[src/rtl/ictr_pkg.sv]
package ictr_pkg;
  typedef enum logic [2:0] {
    M_TERM     = 3'd0,
    M_ONESHOT  = 3'd1,
    M_RATE     = 3'd2,
    M_SQUARE   = 3'd3,
    M_SWSTROBE = 3'd4,
    M_HWSTROBE = 3'd5
  } mode_e;

  typedef enum logic [2:0] {
    ST_IDLE,
    ST_ARMED,
    ST_LOAD,
    ST_RUN,
    ST_TAIL
  } st_e;

  // codes 6 and 7 fold onto 2 and 3
  function automatic mode_e norm_mode(input logic [2:0] code);
    if (code[2:1] == 2'b11) return mode_e'({1'b0, code[1:0]});
    return mode_e'(code);
  endfunction

  function automatic logic gate_halts(input mode_e m);
    return (m == M_TERM) || (m == M_RATE) || (m == M_SQUARE) || (m == M_SWSTROBE);
  endfunction
endpackage

[src/rtl/ictr_gate_edge.sv]
module ictr_gate_edge #(
  parameter logic RESET_LEVEL = 1'b1
) (
  input  logic clk,
  input  logic rst_n,
  input  logic gate_i,
  output logic rise_o
);
  logic gate_q;

  always_ff @(posedge clk) begin
    if (!rst_n) gate_q <= RESET_LEVEL;
    else        gate_q <= gate_i;
  end

  assign rise_o = gate_i & ~gate_q;
endmodule

[src/rtl/ictr_decrement.sv]
module ictr_decrement #(
  parameter int W = 16
) (
  input  logic [W-1:0] val_i,
  input  logic         bcd_i,
  input  logic         by_two_i,
  output logic [W-1:0] res_o
);
  localparam int DIGITS = W / 4;

  logic [DIGITS:0] brw;
  logic [W-1:0]    dec_res;
  logic [W-1:0]    bin_res;

  assign brw[0] = 1'b0;

  for (genvar g = 0; g < DIGITS; g++) begin : g_digit
    logic [2:0] sub;
    logic [4:0] diff;
    assign sub  = (g == 0) ? (by_two_i ? 3'd2 : 3'd1) : 3'd0;
    assign diff = {1'b0, val_i[g*4 +: 4]} - {2'b00, sub} - {4'b0000, brw[g]};
    assign dec_res[g*4 +: 4] = diff[4] ? (diff[3:0] + 4'd10) : diff[3:0];
    assign brw[g+1] = diff[4];
  end

  assign bin_res = val_i - (by_two_i ? W'(2) : W'(1));
  assign res_o   = bcd_i ? dec_res : bin_res;
endmodule

[src/rtl/interval_counter_channel.sv]
module interval_counter_channel
  import ictr_pkg::*;
#(
  parameter int   COUNT_W    = 16,
  parameter logic GATE_RESET = 1'b1
) (
  input  logic               clk,
  input  logic               rst_n,
  input  logic               tick,
  input  logic               gate_in,
  input  logic               cfg_wr,
  input  logic [2:0]         cfg_mode,
  input  logic               cfg_bcd,
  input  logic               cnt_wr,
  input  logic [COUNT_W-1:0] cnt_val,
  output logic [COUNT_W-1:0] elem_value,
  output logic               out_o,
  output logic               null_cnt
);
  localparam logic [COUNT_W-1:0] ONE = COUNT_W'(1);
  localparam logic [COUNT_W-1:0] TWO = COUNT_W'(2);

  mode_e              mode_q;
  st_e                st_q;
  logic               bcd_q;
  logic [COUNT_W-1:0] cr_q, ce_q;
  logic               out_q, null_q;

  logic               gate_rise;
  logic               per_two, halt, take_edge;
  logic [COUNT_W-1:0] dec_in, dec_res, per;

  ictr_gate_edge #(.RESET_LEVEL(GATE_RESET)) u_edge (
    .clk(clk), .rst_n(rst_n), .gate_i(gate_in), .rise_o(gate_rise)
  );

  assign per_two = (mode_q == M_SQUARE);
  assign per     = per_two ? TWO : ONE;
  assign dec_in  = per_two ? {ce_q[COUNT_W-1:1], 1'b0} : ce_q;
  assign halt    = !gate_in && gate_halts(mode_q);

  ictr_decrement #(.W(COUNT_W)) u_dec (
    .val_i(dec_in), .bcd_i(bcd_q),
    .by_two_i(per_two && st_q == ST_RUN), .res_o(dec_res)
  );

  always_comb begin
    take_edge = 1'b0;
    if (gate_rise) begin
      case (mode_q)
        M_ONESHOT, M_HWSTROBE: take_edge = (st_q == ST_ARMED);
        M_RATE, M_SQUARE:      take_edge = (st_q == ST_RUN);
        default:               take_edge = 1'b0;
      endcase
    end
  end

  always_ff @(posedge clk) begin
    if (!rst_n) begin
      mode_q <= M_TERM;
      bcd_q  <= 1'b0;
      st_q   <= ST_IDLE;
      cr_q   <= '0;
      ce_q   <= '0;
      out_q  <= 1'b0;
      null_q <= 1'b1;
    end else if (cfg_wr) begin
      mode_q <= norm_mode(cfg_mode);
      bcd_q  <= cfg_bcd;
      st_q   <= ST_IDLE;
      cr_q   <= '0;
      ce_q   <= '0;
      null_q <= 1'b1;
      out_q  <= (norm_mode(cfg_mode) != M_TERM);
    end else if (cnt_wr) begin
      cr_q   <= cnt_val;
      null_q <= 1'b1;
      case (mode_q)
        M_TERM: begin
          st_q  <= ST_LOAD;
          out_q <= 1'b0;
        end
        M_ONESHOT, M_HWSTROBE: st_q <= ST_ARMED;
        M_RATE, M_SQUARE: if (st_q != ST_RUN) st_q <= ST_LOAD;
        default: st_q <= ST_LOAD;
      endcase
    end else begin
      if ((mode_q == M_RATE || mode_q == M_SQUARE) && !gate_in) out_q <= 1'b1;
      if (take_edge) begin
        st_q <= ST_LOAD;
        if (mode_q == M_ONESHOT) out_q <= 1'b0;
      end else if (tick) begin
        case (st_q)
          ST_LOAD: begin
            ce_q   <= cr_q;
            null_q <= 1'b0;
            st_q   <= ST_RUN;
          end
          ST_RUN: if (!halt) begin
            if (per_two && ce_q[0] && out_q) begin
              ce_q <= dec_in;                 // odd count: extra high half-step
            end else if (dec_in == per) begin
              ce_q <= '0;
              case (mode_q)
                M_TERM, M_ONESHOT: begin
                  out_q <= 1'b1;
                  st_q  <= ST_TAIL;
                end
                M_RATE: begin
                  out_q  <= 1'b1;
                  ce_q   <= cr_q;
                  null_q <= 1'b0;
                end
                M_SQUARE: begin
                  out_q  <= ~out_q;
                  ce_q   <= cr_q;
                  null_q <= 1'b0;
                end
                default: begin
                  out_q <= 1'b0;
                  st_q  <= ST_TAIL;
                end
              endcase
            end else begin
              ce_q <= dec_res;
              if (mode_q == M_RATE && dec_res == ONE) out_q <= 1'b0;
            end
          end
          ST_TAIL: if (!halt) begin
            ce_q  <= dec_res;
            out_q <= 1'b1;
          end
          default: ;
        endcase
      end
    end
  end

  assign elem_value = ce_q;
  assign out_o      = out_q;
  assign null_cnt   = null_q;

  // any write marks the count as not yet transferred
  assert_null_on_write_R3: assert property (@(posedge clk) disable iff (!rst_n)
    (cfg_wr || cnt_wr) |=> null_cnt);

  // the transfer tick clears the flag
  assert_load_clears_null_R3: assert property (@(posedge clk) disable iff (!rst_n)
    (st_q == ST_LOAD && tick && !cfg_wr && !cnt_wr) |=> !null_cnt);

  assert_mode0_write_low_R4: assert property (@(posedge clk) disable iff (!rst_n)
    (cnt_wr && !cfg_wr && mode_q == M_TERM) |=> !out_o);

  assert_rate_pulse_one_tick_R6: assert property (@(posedge clk) disable iff (!rst_n)
    (mode_q == M_RATE && st_q == ST_RUN && !out_o && gate_in && tick && !cfg_wr && !cnt_wr)
    |=> out_o);

  assert_gate_forces_high_R9: assert property (@(posedge clk) disable iff (!rst_n)
    ((mode_q == M_RATE || mode_q == M_SQUARE) && !gate_in && !cfg_wr) |=> out_o);

  assert_gate_halts_count_R9: assert property (@(posedge clk) disable iff (!rst_n)
    (halt && (st_q == ST_RUN || st_q == ST_TAIL) && !cfg_wr && !cnt_wr) |=> $stable(elem_value));

  assert_cfg_level_R12: assert property (@(posedge clk) disable iff (!rst_n)
    (cfg_wr && cfg_mode == 3'd0) |=> (!out_o && elem_value == '0));
endmodule

[config.mk]
export PLATFORM = sky130hd
export DESIGN_NAME = interval_counter_channel
export DESIGN_NICKNAME = d
export VERILOG_FILES = /design/src/rtl/ictr_pkg.sv /design/src/rtl/ictr_gate_edge.sv /design/src/rtl/ictr_decrement.sv /design/src/rtl/interval_counter_channel.sv
export SDC_FILE = /design/constraint.sdc
export NUM_CORES = 1
export LEC_CHECK = 0
export BUFFER_PORTS_ARGS = -buffer_cell sky130_fd_sc_hd__buf_2
export CAP_MARGIN = 10
export CORE_ASPECT_RATIO = 1.4
export CORE_MARGIN = 4
export CORE_UTILIZATION = 55
export CTS_CLUSTER_SIZE = 10
export DETAILED_ROUTE_END_ITERATION = 12
export PLACE_DENSITY = 0.84
export REMOVE_ABC_BUFFERS = 1
export SLEW_MARGIN = 40
export SYNTH_ARGS = -nofsm -noshare
export SYNTH_HDL_FRONTEND = slang
export SYNTH_SLANG_ARGS = --single-unit
export TNS_END_PERCENT = 5
[constraint.sdc]
create_clock -name clk -period 6.5 [get_ports clk]
set_clock_uncertainty 0.1 [all_clocks]
set_input_delay 0.325 -clock clk [delete_from_list [all_inputs] [get_ports clk]]
set_output_delay 0.325 -clock clk [all_outputs]
set_load 0.02 [all_outputs]
==> results.json, run 1 <==
{
  "initial_core_utilization_pct": 57.6,
  "status": "finished clean",
  "critPathMostFrequentCell": "sky130_fd_sc_hd__ha_1",
  "num-fill-cells": 492,
  "fmax_ghz": 0.185,
  "synth_edf_count": 0,
  "worst_setup_path_end_kind": "flip-flop",
  "vias": 3080,
  "netlist_top_cells_area": "sky130_fd_sc_hd__dfxtp_1 (28%), sky130_fd_sc_hd__mux2i_1 (8.0%), sky130_fd_sc_hd__nor2_1 (5.7%), sky130_fd_sc_hd__ha_1 (4.6%), sky130_fd_sc_hd__a221oi_1 (3.5%)",
  "static_leakage_uw": 0.00139,
  "detail_route.wl_per_cell_microns": 16.6,
  "grt_start_max_net_pins": 34,
  "grt_use_total_pct": 23.9,
  "ctsHoldBuffers": 0,
  "timing.final.crit_share_pct": 83.3,
  "n_antenna_cell": 0,
  "grt_first_pass_wirelength_microns": 13100,
  "insertion_delay_ns": 0.29,
  "synth_cell_type_count": 58,
  "syn-mean-instance-area_sq_um": 7.84,
  "synth_cells": 385,
  "routed_antenna_nets": 0,
  "timing.reg2reg.worst_path_depth": 23,
  "peak_per_stage_delay_on_the_critical_path_ns": 0.56,
  "max-slew-margin-rel_pct": 49.8,
  "setup.worst_path.start_class": "flip-flop",
  "synth_top_cell_by_area": "sky130_fd_sc_hd__dfxtp_1",
  "row_count": 31,
  "firstDrtPassIters": 6,
  "r2r_start": "st_q[1]$_SDFFE_PP0P_",
  "ios": 44,
  "cp_data_required_time_ns": 6.59,
  "post-synth-top-area-fraction_pct": 27.9,
  "final_routed_drc_violation_total": 0,
  "finalNetCount": 451,
  "hold_path.class": "input port to flip-flop",
  "die_h_microns": 95.6,
  "r2r_end": "out_o$_SDFFE_PN0P_",
  "powerDensity_mw_per_mm2": 168,
  "synth_seq_cells": 42,
  "hold_slack_ns": 0.165,
  "hold_path_startpoint": "cnt_val[14]",
  "final.min_clock_period_ns": 5.42,
  "postSynth.asyncResetShare_pct": 0,
  "worst_pin_slew_ns": 0.753,
  "cts_root_buf": "sky130_fd_sc_hd__clkbuf_8",
  "path_cells": "inv_1, nor3_1, nand2_1, fa_1, nor3_1, ha_1, ha_1, inv_1, nor2_1, ha_1, ha_1, nor3b_1, ha_1, ha_1, xor2_1, ha_1, nor2_1, nor3_1, a221oi_1, a31oi_1, nor4_1, a311oi_1, a21o_1",
  "synth_warnings": 0,
  "synth_seq_area_share_pct": 27.9,
  "timing_hold_violations_final": 0,
  "area_growth_syn_to_layout_pct": 9.66,
  "path_buf_inv": 2,
  "max-clock-path-buffers": 2,
  "reg2reg_setup_slack_ns": 1.08,
  "grt_pass1_vias": 2872,
  "cp.arrival_ns": 5.51,
  "fp.dieArea_sq_mm": 0.00675,
  "layout-drive-gt1-share_pct": 14.8,
  "routed_via_count_divided_by_cell_count": 6.43,
  "tritoncts_num_sinks": 42,
  "gp_congestion": 0.926,
  "post_layout_utilization_of_the_core_pct": 63.2,
  "ctsHtreeMaxLevel": 2,
  "fin_tns_setup_ns": 0,
  "dpl.hpwl_microns": 5900,
  "cts_setup_buffers": 0,
  "cts_buffers": 5,
  "gr-total-overflow": 0,
  "crit_path_top_delay_cell": "sky130_fd_sc_hd__fa_1",
  "timing.critical_path.max_delay_family": "adder cells",
  "timing.hold.worst_path_depth": 3,
  "totalWireLength_microns": 7960,
  "cts.repair.resized": 0,
  "critPathKind": "flip-flop to flip-flop",
  "timing_max_transition_violations_final": 0,
  "tritoncts": "yes",
  "synth.cells.most_frequent": "sky130_fd_sc_hd__nor2_1 (46), sky130_fd_sc_hd__dfxtp_1 (42), sky130_fd_sc_hd__nand2_1 (26)",
  "worst_supply_voltage_drop_on_vdd_mv": 0.122,
  "setup_violations": 0,
  "chipWidth_microns": 70.6,
  "numPortBuffers": 43,
  "number_of_antenna_violations_at_the_first_check_in_global_routing": 0,
  "synthFlopType": "sky130_fd_sc_hd__dfxtp_1",
  "fin_total_pwr_uw": 556,
  "multiInputGateArea_sq_mm": 0.00200,
  "synthMostInstantiatedCell": "sky130_fd_sc_hd__nor2_1",
  "worstPathMaxFanout": 7,
  "clk_pin_slew_worst_paths_ns": 0.08,
  "area.sequential_sq_um": 841,
  "core_area_sq_mm": 0.00524,
  "first_iter_violations": 275,
  "whs_endpoint": "cr_q[14]$_SDFFE_PP0P_",
  "rsz0062_at_grt": "false",
  "synth_area_sq_mm": 0.00302,
  "drv.max_cap_violation_count": 0
}
[worst min-delay path, stage by stage]
cell and delay (ns):
sky130_fd_sc_hd__buf_2 0.07, sky130_fd_sc_hd__mux2i_1 0.05, sky130_fd_sc_hd__nor2_1 0.07
[per-layer routing]
metal | GRT usage (%) | vias up | share of wire (%)
li1 | - | 1478 | -
met4 | 12.5 | 0 | 4.6
met2 | 44.0 | 143 | 51
met5 | 0 | - | 0
met3 | 3.38 | 34 | 5.9
met1 | 26.6 | 1425 | 39
[placed cells by master (no fill, tap or decap), drive strengths merged, types with 7 or more instances in the layout]
cell type / n
a211oi: 9
a21oi: 12
a221oi: 12
a31oi: 8
buf: 45
clkbuf: 7
dfxtp: 42
ha: 11
inv: 20
mux2i: 24
nand2: 26
nand2b: 13
nor2: 46
nor2b: 9
nor3: 13
o21ai: 20
or4: 7
xnor2: 7
[where the power goes]
part           switching (uW)  total, uW  leakage, uW  internal (uW)
clock                    84.1        158    0.0000383           74.0
combinational            69.3        124      0.00101           54.7
sequential               8.77        273     0.000342            265
[worst max-delay path by stage]
stage,from,cells past startpoint,slack [ns],end
after floorplan,st_q[1]$_SDFFE_PP0P_,23,1.71,out_o$_SDFFE_PN0P_
after global placement,st_q[1]$_SDFFE_PP0P_,23,1.37,out_o$_SDFFE_PN0P_
after detailed placement,st_q[1]$_SDFFE_PP0P_,23,1.11,out_o$_SDFFE_PN0P_
after CTS,st_q[1]$_SDFFE_PP0P_,23,1.10,out_o$_SDFFE_PN0P_
after global routing,st_q[1]$_SDFFE_PP0P_,23,0.51,out_o$_SDFFE_PN0P_
final,st_q[1]$_SDFFE_PP0P_,23,1.08,out_o$_SDFFE_PN0P_
[registers in the layout (all words and copies together), names as in the netlist]
signal	cells
out_o	1
elem_value	16
u_edge.gate_q	1
mode_q	3
null_cnt	1
cr_q	16
bcd_q	1
st_q	3
[through the flow]
step / instances / area (sq um) / setup slack (ns)
6_report: 479 / 3310 / 1.08
5_1_grt: 479 / 3310 / 0.506
4_1_cts: 479 / 3310 / 1.10
3_5_place_dp: 472 / 3230 / 1.11
3_3_place_gp: 472 / 3230 / 1.37
2_1_floorplan: 361 / 2910 / 1.71
[cells by family after synthesis]
group | Yosys count | share of synthesized area, %
and+or+nand+nor | 156 | 27.4
AOI/OAI and AO/OA | 97 | 22.6
buffers and inverters | 44 | 5.93
DFF | 42 | 27.9
muxes | 25 | 8.34
adders and majority gates | 12 | 5.23
xor gates and xnor gates | 9 | 2.61
[final cells by class]
| cell class | count | area share, % |
|---|---|---|
| timing repair buffer | 45 | 6.96 |
| sequential | 42 | 25.4 |
| inverter | 20 | 2.27 |
| clock buffer | 7 | 2.31 |
| multi-input combinational | 299 | 60.6 |
| tap | 66 | 2.50 |
Note: power is estimated with default switching activity, not from simulation.
==> run 2, diff against run 1 <==
clock period = 5.66 ns   (was 6.5 ns; I/O delays follow)
==> run 2 against run 1 <==
Global-route usage grew 0.36 points. Critical path type unchanged. Critical endpoint unchanged. Highest routed layer unchanged. Critical path depth is the same. Die area is the same. Non-clock buffer count grew 1. Largest power group unchanged.
==> results.json, run 2 (synthesized netlist as in run 1, its figures left out) <==
{
  "final_ws_setup_ns": 0.475,
  "dpl.hpwl_microns": 5960,
  "finalNetCount": 452,
  "timing_hold_violations_final": 0,
  "ctsHtreeMaxLevel": 2,
  "drv.max_cap_violation_count": 0,
  "numPlacedInstances": 473,
  "area_growth_syn_to_layout_pct": 10.1,
  "cts.repair.resized": 0,
  "powerDensity_mw_per_mm2": 192,
  "cts_setup_buffers": 0,
  "num-fill-cells": 472,
  "worstPathMaxFanout": 10,
  "grt_use_total_pct": 24.3,
  "insertion_delay_ns": 0.29,
  "fin_tns_setup_ns": 0,
  "ctsHoldBuffers": 0,
  "first_iter_violations": 221,
  "gr-total-overflow": 0,
  "tritoncts": "yes",
  "chipWidth_microns": 70.6,
  "final_routed_drc_violation_total": 0,
  "timing.final.crit_share_pct": 91.6,
  "grt_start_max_net_pins": 34,
  "number_of_antenna_violations_at_the_first_check_in_global_routing": 0,
  "worst_supply_voltage_drop_on_vdd_mv": 0.117,
  "max-slew-margin-rel_pct": 48.3,
  "n_antenna_cell": 0,
  "setup.worst_path.start_class": "flip-flop",
  "critPathKind": "flip-flop to flip-flop",
  "ios": 44,
  "clk_pin_slew_worst_paths_ns": 0.08,
  "gp_congestion": 0.941,
  "cp.arrival_ns": 5.28,
  "layout-drive-gt1-share_pct": 15.2,
  "grt_pass1_vias": 2975,
  "cts_root_buf": "sky130_fd_sc_hd__clkbuf_8",
  "core_area_sq_mm": 0.00524,
  "timing_max_transition_violations_final": 0,
  "most_common_library_cell_in_the_layout_ignoring_fill_and_taps": "sky130_fd_sc_hd__nor2_1",
  "firstDrtPassIters": 4,
  "worst_setup_path_end_kind": "flip-flop",
  "routed_via_count_divided_by_cell_count": 6.33,
  "static_leakage_uw": 0.00140,
  "die_h_microns": 95.6,
  "totalWireLength_microns": 7930,
  "hold_path.class": "input port to flip-flop",
  "grt_first_pass_wirelength_microns": 13300,
  "detail_route.wl_per_cell_microns": 16.5,
  "cp_data_required_time_ns": 5.75,
  "final.min_clock_period_ns": 5.19,
  "fp.dieArea_sq_mm": 0.00675,
  "routed_antenna_nets": 0,
  "row_count": 31,
  "rsz0062_at_grt": "false",
  "setup_violations": 0,
  "initial_core_utilization_pct": 57.6,
  "fmax_ghz": 0.193,
  "status": "finished clean",
  "cts_buffers": 5,
  "post_layout_nonfiller_instances": 480,
  "worst_pin_slew_ns": 0.775,
  "max-clock-path-buffers": 2,
  "final_cell_mix": "sky130_fd_sc_hd__nor2_1 (45), sky130_fd_sc_hd__buf_2 (43), sky130_fd_sc_hd__dfxtp_1 (42), sky130_fd_sc_hd__nand2_1 (26), sky130_fd_sc_hd__mux2i_1 (24)",
  "numPortBuffers": 43,
  "tritoncts_num_sinks": 42,
  "vias": 3039,
  "dpl_worst_slack_ns": 0.417
}
[run 2: cell count changes in the layout (fill, tap and decap cells not counted), sizes merged]
| cell | before | now |
|---|---|---|
| buf | 45 | 46 |
[run 2: power breakdown]
group          internal (uW)  switching [uW]
Sequential               304            9.94
Clock                   85.0            96.0
Combinational           62.9            79.3
[run 2: critical path, stage by stage (launching register included)]
cell and delay, ns:
sky130_fd_sc_hd__dfxtp_1 0.49, sky130_fd_sc_hd__and3b_1 0.32, sky130_fd_sc_hd__nand2b_1 0.15, sky130_fd_sc_hd__nand2_1 0.07
sky130_fd_sc_hd__fa_1 0.48, sky130_fd_sc_hd__nor3_1 0.19, sky130_fd_sc_hd__ha_1 0.22, sky130_fd_sc_hd__ha_1 0.18
sky130_fd_sc_hd__inv_1 0.07, sky130_fd_sc_hd__nor2_1 0.20, sky130_fd_sc_hd__ha_1 0.25, sky130_fd_sc_hd__ha_1 0.24
sky130_fd_sc_hd__nor3b_2 0.25, sky130_fd_sc_hd__ha_1 0.22, sky130_fd_sc_hd__ha_1 0.22, sky130_fd_sc_hd__xor2_1 0.17
sky130_fd_sc_hd__ha_1 0.24, sky130_fd_sc_hd__nor2_1 0.08, sky130_fd_sc_hd__nor3_1 0.05, sky130_fd_sc_hd__a221oi_1 0.22
sky130_fd_sc_hd__a31oi_1 0.09, sky130_fd_sc_hd__nor4_1 0.26, sky130_fd_sc_hd__a311oi_1 0.13, sky130_fd_sc_hd__a21o_1 0.18
[run 2: layout make-up]
type	instances	area (sq um)	area share (%)
Multi-Input combinational cell	299	2010	60.5
Timing Repair Buffer	46	238	7.16
Clock buffer	7	76.3	2.30
Tap cell	66	82.6	2.49
Inverter	20	75.1	2.26
Sequential cell	42	841	25.3
[run 2: path summary, 6_finish.rpt]
check / from / to / slack (ns) / cells past startpoint
worst max-delay path: mode_q[1]$_SDFFE_PN0P_ / out_o$_SDFFE_PN0P_ / 0.47 / 23
worst min-delay path: cnt_val[14] / cr_q[14]$_SDFFE_PP0P_ / 0.12 / 3
worst max register to register: mode_q[1]$_SDFFE_PN0P_ / out_o$_SDFFE_PN0P_ / 0.47 / 23
worst min register to register: null_cnt$_SDFFE_PP1P_ / null_cnt$_SDFFE_PP1P_ / 0.36 / 2
[run 2: layer usage]
layer	wire length [microns]	track usage [%]	part of all wire (%)
met5	0	0	0
met3	481	3.80	6.1
met4	383	14.9	4.8
met2	3970	43.1	50
met1	3100	27.1	39
[run 2: through the flow]
step	instance area [sq um]	hold slack [ns]	util, %	total power [uW]
floorplan	2910	0.252	-	418
global placement	3230	0.349	61.7	456
detailed placement	3240	0.360	61.8	460
CTS	3310	0.120	63.3	641
global route	3320	0.130	63.4	672
finish	3320	0.123	63.4	637
==> run 3, diff against run 2 <==
CORE_MARGIN = 1.5   (was 4)
SYNTH_HIERARCHICAL = 1   (was default)
==> run 3 against run 2 <==
Sequential cell count unchanged. Setup slack got worse by 0.054 ns. Critical path depth increased by 4. Global-route usage increased by 2.4 points. Combinational power increased by 21%. Worst hold slack got worse by 0.0037 ns. Power increased by 14%. Via count decreased by 2.9%. Maximum frequency decreased by 1.0%. Non-clock buffer count increased by 6. Register-to-register slack got worse by 0.05 ns.
==> results.json, run 3 <==
{
  "synth_warnings": 6,
  "drv.max_cap_violation_count": 0,
  "synth_cells": 391,
  "numPortBuffers": 43,
  "worstPathMaxFanout": 7,
  "core_area_sq_mm": 0.00561,
  "grt_start_max_net_pins": 31,
  "max-slew-margin-rel_pct": 51.7,
  "postLayoutCellArea_sq_mm": 0.00354,
  "ios": 44,
  "ctsHtreeMaxLevel": 2,
  "synthMostInstantiatedCell": "sky130_fd_sc_hd__dfxtp_1",
  "synth_seq_cells": 42,
  "chipWidth_microns": 67.8,
  "worst_setup_path_end_kind": "flip-flop",
  "firstDrtPassIters": 4,
  "netlist_top_cells_area": "sky130_fd_sc_hd__dfxtp_1 (26%), sky130_fd_sc_hd__mux2i_1 (7.1%), sky130_fd_sc_hd__ha_1 (4.7%), sky130_fd_sc_hd__nor2_1 (4.3%), sky130_fd_sc_hd__o21ai_0 (4.0%)",
  "finalNetCount": 451,
  "post-synth-top-area-fraction_pct": 26.0,
  "synth_area_sq_mm": 0.00323,
  "die_h_microns": 93.6,
  "final_cell_mix": "sky130_fd_sc_hd__buf_2 (43), sky130_fd_sc_hd__dfxtp_1 (40), sky130_fd_sc_hd__nor2_1 (37), sky130_fd_sc_hd__o21ai_0 (25), sky130_fd_sc_hd__mux2i_1 (23)",
  "cp.arrival_ns": 5.33,
  "initial_core_utilization_pct": 57.6,
  "powerDensity_mw_per_mm2": 205,
  "rsz0062_at_grt": "false",
  "number_of_antenna_violations_at_the_first_check_in_global_routing": 0,
  "insertion_delay_ns": 0.29,
  "routed_via_count_divided_by_cell_count": 6.14,
  "cp_data_required_time_ns": 5.75,
  "postSynth.asyncResetShare_pct": 0,
  "row_count": 32,
  "area_growth_syn_to_layout_pct": 9.65,
  "setup_violations": 0,
  "gr-total-overflow": 0,
  "num-fill-cells": 462,
  "final.min_clock_period_ns": 5.24,
  "grt_pass1_vias": 2873,
  "clk_pin_slew_worst_paths_ns": 0.08,
  "synthFlopType": "sky130_fd_sc_hd__dfxtp_1",
  "totalWireLength_microns": 7970,
  "ctsHoldBuffers": 0,
  "worst_pin_slew_ns": 0.721,
  "synth_edf_count": 0,
  "synth.cells.most_frequent": "sky130_fd_sc_hd__dfxtp_1 (42), sky130_fd_sc_hd__nor2_1 (37), sky130_fd_sc_hd__o21ai_0 (26)",
  "synth_seq_area_share_pct": 26.0,
  "layout-drive-gt1-share_pct": 25.9,
  "final_routed_drc_violation_total": 0,
  "static_leakage_uw": 0.00140,
  "first_iter_violations": 249,
  "fp.dieArea_sq_mm": 0.00634,
  "fmax_ghz": 0.191,
  "tritoncts_num_sinks": 42,
  "timing.final.crit_share_pct": 92.6,
  "max-clock-path-buffers": 2,
  "critPathKind": "flip-flop to flip-flop",
  "grt_use_total_pct": 26.7,
  "gp_congestion": 0.920,
  "fin_tns_setup_ns": 0,
  "routed_antenna_nets": 0,
  "setup.worst_path.start_class": "flip-flop",
  "hold_slack_ns": 0.120,
  "cts_root_buf": "sky130_fd_sc_hd__clkbuf_8",
  "cts_buffers": 5,
  "reg2reg_setup_slack_ns": 0.42,
  "timing_max_transition_violations_final": 0,
  "most_common_library_cell_in_the_layout_ignoring_fill_and_taps": "sky130_fd_sc_hd__buf_2",
  "dpl.hpwl_microns": 5940,
  "n_antenna_cell": 0,
  "vias": 2951,
  "detail_route.wl_per_cell_microns": 16.6,
  "status": "finished clean",
  "synth_top_cell_by_area": "sky130_fd_sc_hd__dfxtp_1",
  "worst_supply_voltage_drop_on_vdd_mv": 0.204,
  "dpl-instance-area_sq_mm": 0.00338,
  "hold_path.class": "input port to flip-flop",
  "syn-mean-instance-area_sq_um": 8.26,
  "timing_hold_violations_final": 0,
  "synth_cell_type_count": 64,
  "grt_first_pass_wirelength_microns": 13100,
  "tritoncts": "yes"
}
## run 3: cell types whose count changed after synthesis, sizes merged, moves of 5 or more
cell	previous run	this run
nor2b	9	14
nand2b	13	6
nand2	26	21
nor2	46	37
nand3b	2	8
a21oi	12	23
o21ai	20	26
a211oi	9	4
nor4	4	11
a22oi	1	15
a221oi	12	2
buf	6	23
## run 3: critical path, stage by stage, from the launching register on
cell                       delay [ns]
sky130_fd_sc_hd__dfxtp_1         0.37
sky130_fd_sc_hd__nor2b_1         0.16
sky130_fd_sc_hd__nand2_1         0.10
sky130_fd_sc_hd__nor2_1          0.05
sky130_fd_sc_hd__inv_1           0.10
sky130_fd_sc_hd__ha_1            0.18
sky130_fd_sc_hd__inv_1           0.07
sky130_fd_sc_hd__fa_2            0.42
sky130_fd_sc_hd__nor3_2          0.16
sky130_fd_sc_hd__ha_1            0.20
sky130_fd_sc_hd__ha_1            0.17
sky130_fd_sc_hd__and2_1          0.17
sky130_fd_sc_hd__ha_1            0.22
sky130_fd_sc_hd__ha_2            0.22
sky130_fd_sc_hd__nor3b_4         0.20
sky130_fd_sc_hd__ha_1            0.20
sky130_fd_sc_hd__nor2b_2         0.16
sky130_fd_sc_hd__nor2b_1         0.07
sky130_fd_sc_hd__or2_2           0.27
sky130_fd_sc_hd__ha_1            0.29
sky130_fd_sc_hd__nor2_1          0.09
sky130_fd_sc_hd__nor3b_1         0.05
sky130_fd_sc_hd__o21ai_0         0.17
sky130_fd_sc_hd__o21ai_1         0.14
sky130_fd_sc_hd__nor3_2          0.18
sky130_fd_sc_hd__a31oi_1         0.11
sky130_fd_sc_hd__o2111a_1        0.25
sky130_fd_sc_hd__a211o_1         0.26
## run 3: report_power, final
| group | leakage (uW) | internal, uW | switching (uW) |
|---|---|---|---|
| clock | 0.0000579 | 130 | 106 |
| sequential | 0.000343 | 304 | 14.2 |
| combinational | 0.000996 | 78.1 | 93.8 |
## run 3: repair_timing
action / in CTS / in global routing
setup endpoints to repair: 0 / 1
gates resized for setup: 0 / 9
setup buffers: 0 / 0
## run 3: through the flow
stage / cells / util (%) / power [uW] / setup slack [ns]
2_1_floorplan: 353 / - / 438 / 0.0602
3_3_place_gp: 472 / 60.1 / 484 / 0.228
3_5_place_dp: 472 / 60.3 / 490 / 0.0419
4_1_cts: 480 / 62.2 / 721 / 0.00110
5_1_grt: 481 / 63.1 / 758 / 0.0573
6_report: 481 / 63.1 / 726 / 0.421
## run 3: final cells by class
cell class	count	area, sq um	share of cell area (%)
multi-input cells	290	2140	60.4
flip-flops and latches	42	843	23.8
repair buffers	52	287	8.09
well taps	68	85.1	2.40
inverters	21	78.8	2.23
clock buffers	5	68.8	1.94
clock inverters	3	40.0	1.13
## run 3: final timing paths
path	cells after the start	start	endpoint
setup / recovery	27	st_q[1]$_SDFFE_PP0P_	out_o$_SDFFE_PN0P_
hold / removal	3	cnt_val[15]	cr_q[15]$_SDFFE_PP0P_
setup reg to reg	27	st_q[1]$_SDFFE_PP0P_	out_o$_SDFFE_PN0P_
hold reg to reg	1	null_cnt$_SDFFE_PP1P_	null_cnt$_SDFFE_PP1P_
## run 3: cell families after synthesis
kind of cell	after synthesis	synth area share [%]
adders and majority gates	13	5.27
AOI/OAI and AO/OA	99	23.4
and+or+nand+nor	140	24.3
DFF	42	26.0
buffers and inverters	59	9.30
xor gates and xnor gates	13	3.53
muxes	25	8.18
## run 3: per-layer routing
| metal | routed length [microns] | part of all wire (%) | GRT usage (%) |
|---|---|---|---|
| met1 | 3190 | 40 | 31.9 |
| met2 | 4170 | 52 | 46.6 |
| met3 | 428 | 5.4 | 3.25 |
| met4 | 182 | 2.3 | 11.2 |
| met5 | 0 | 0 | 0 |
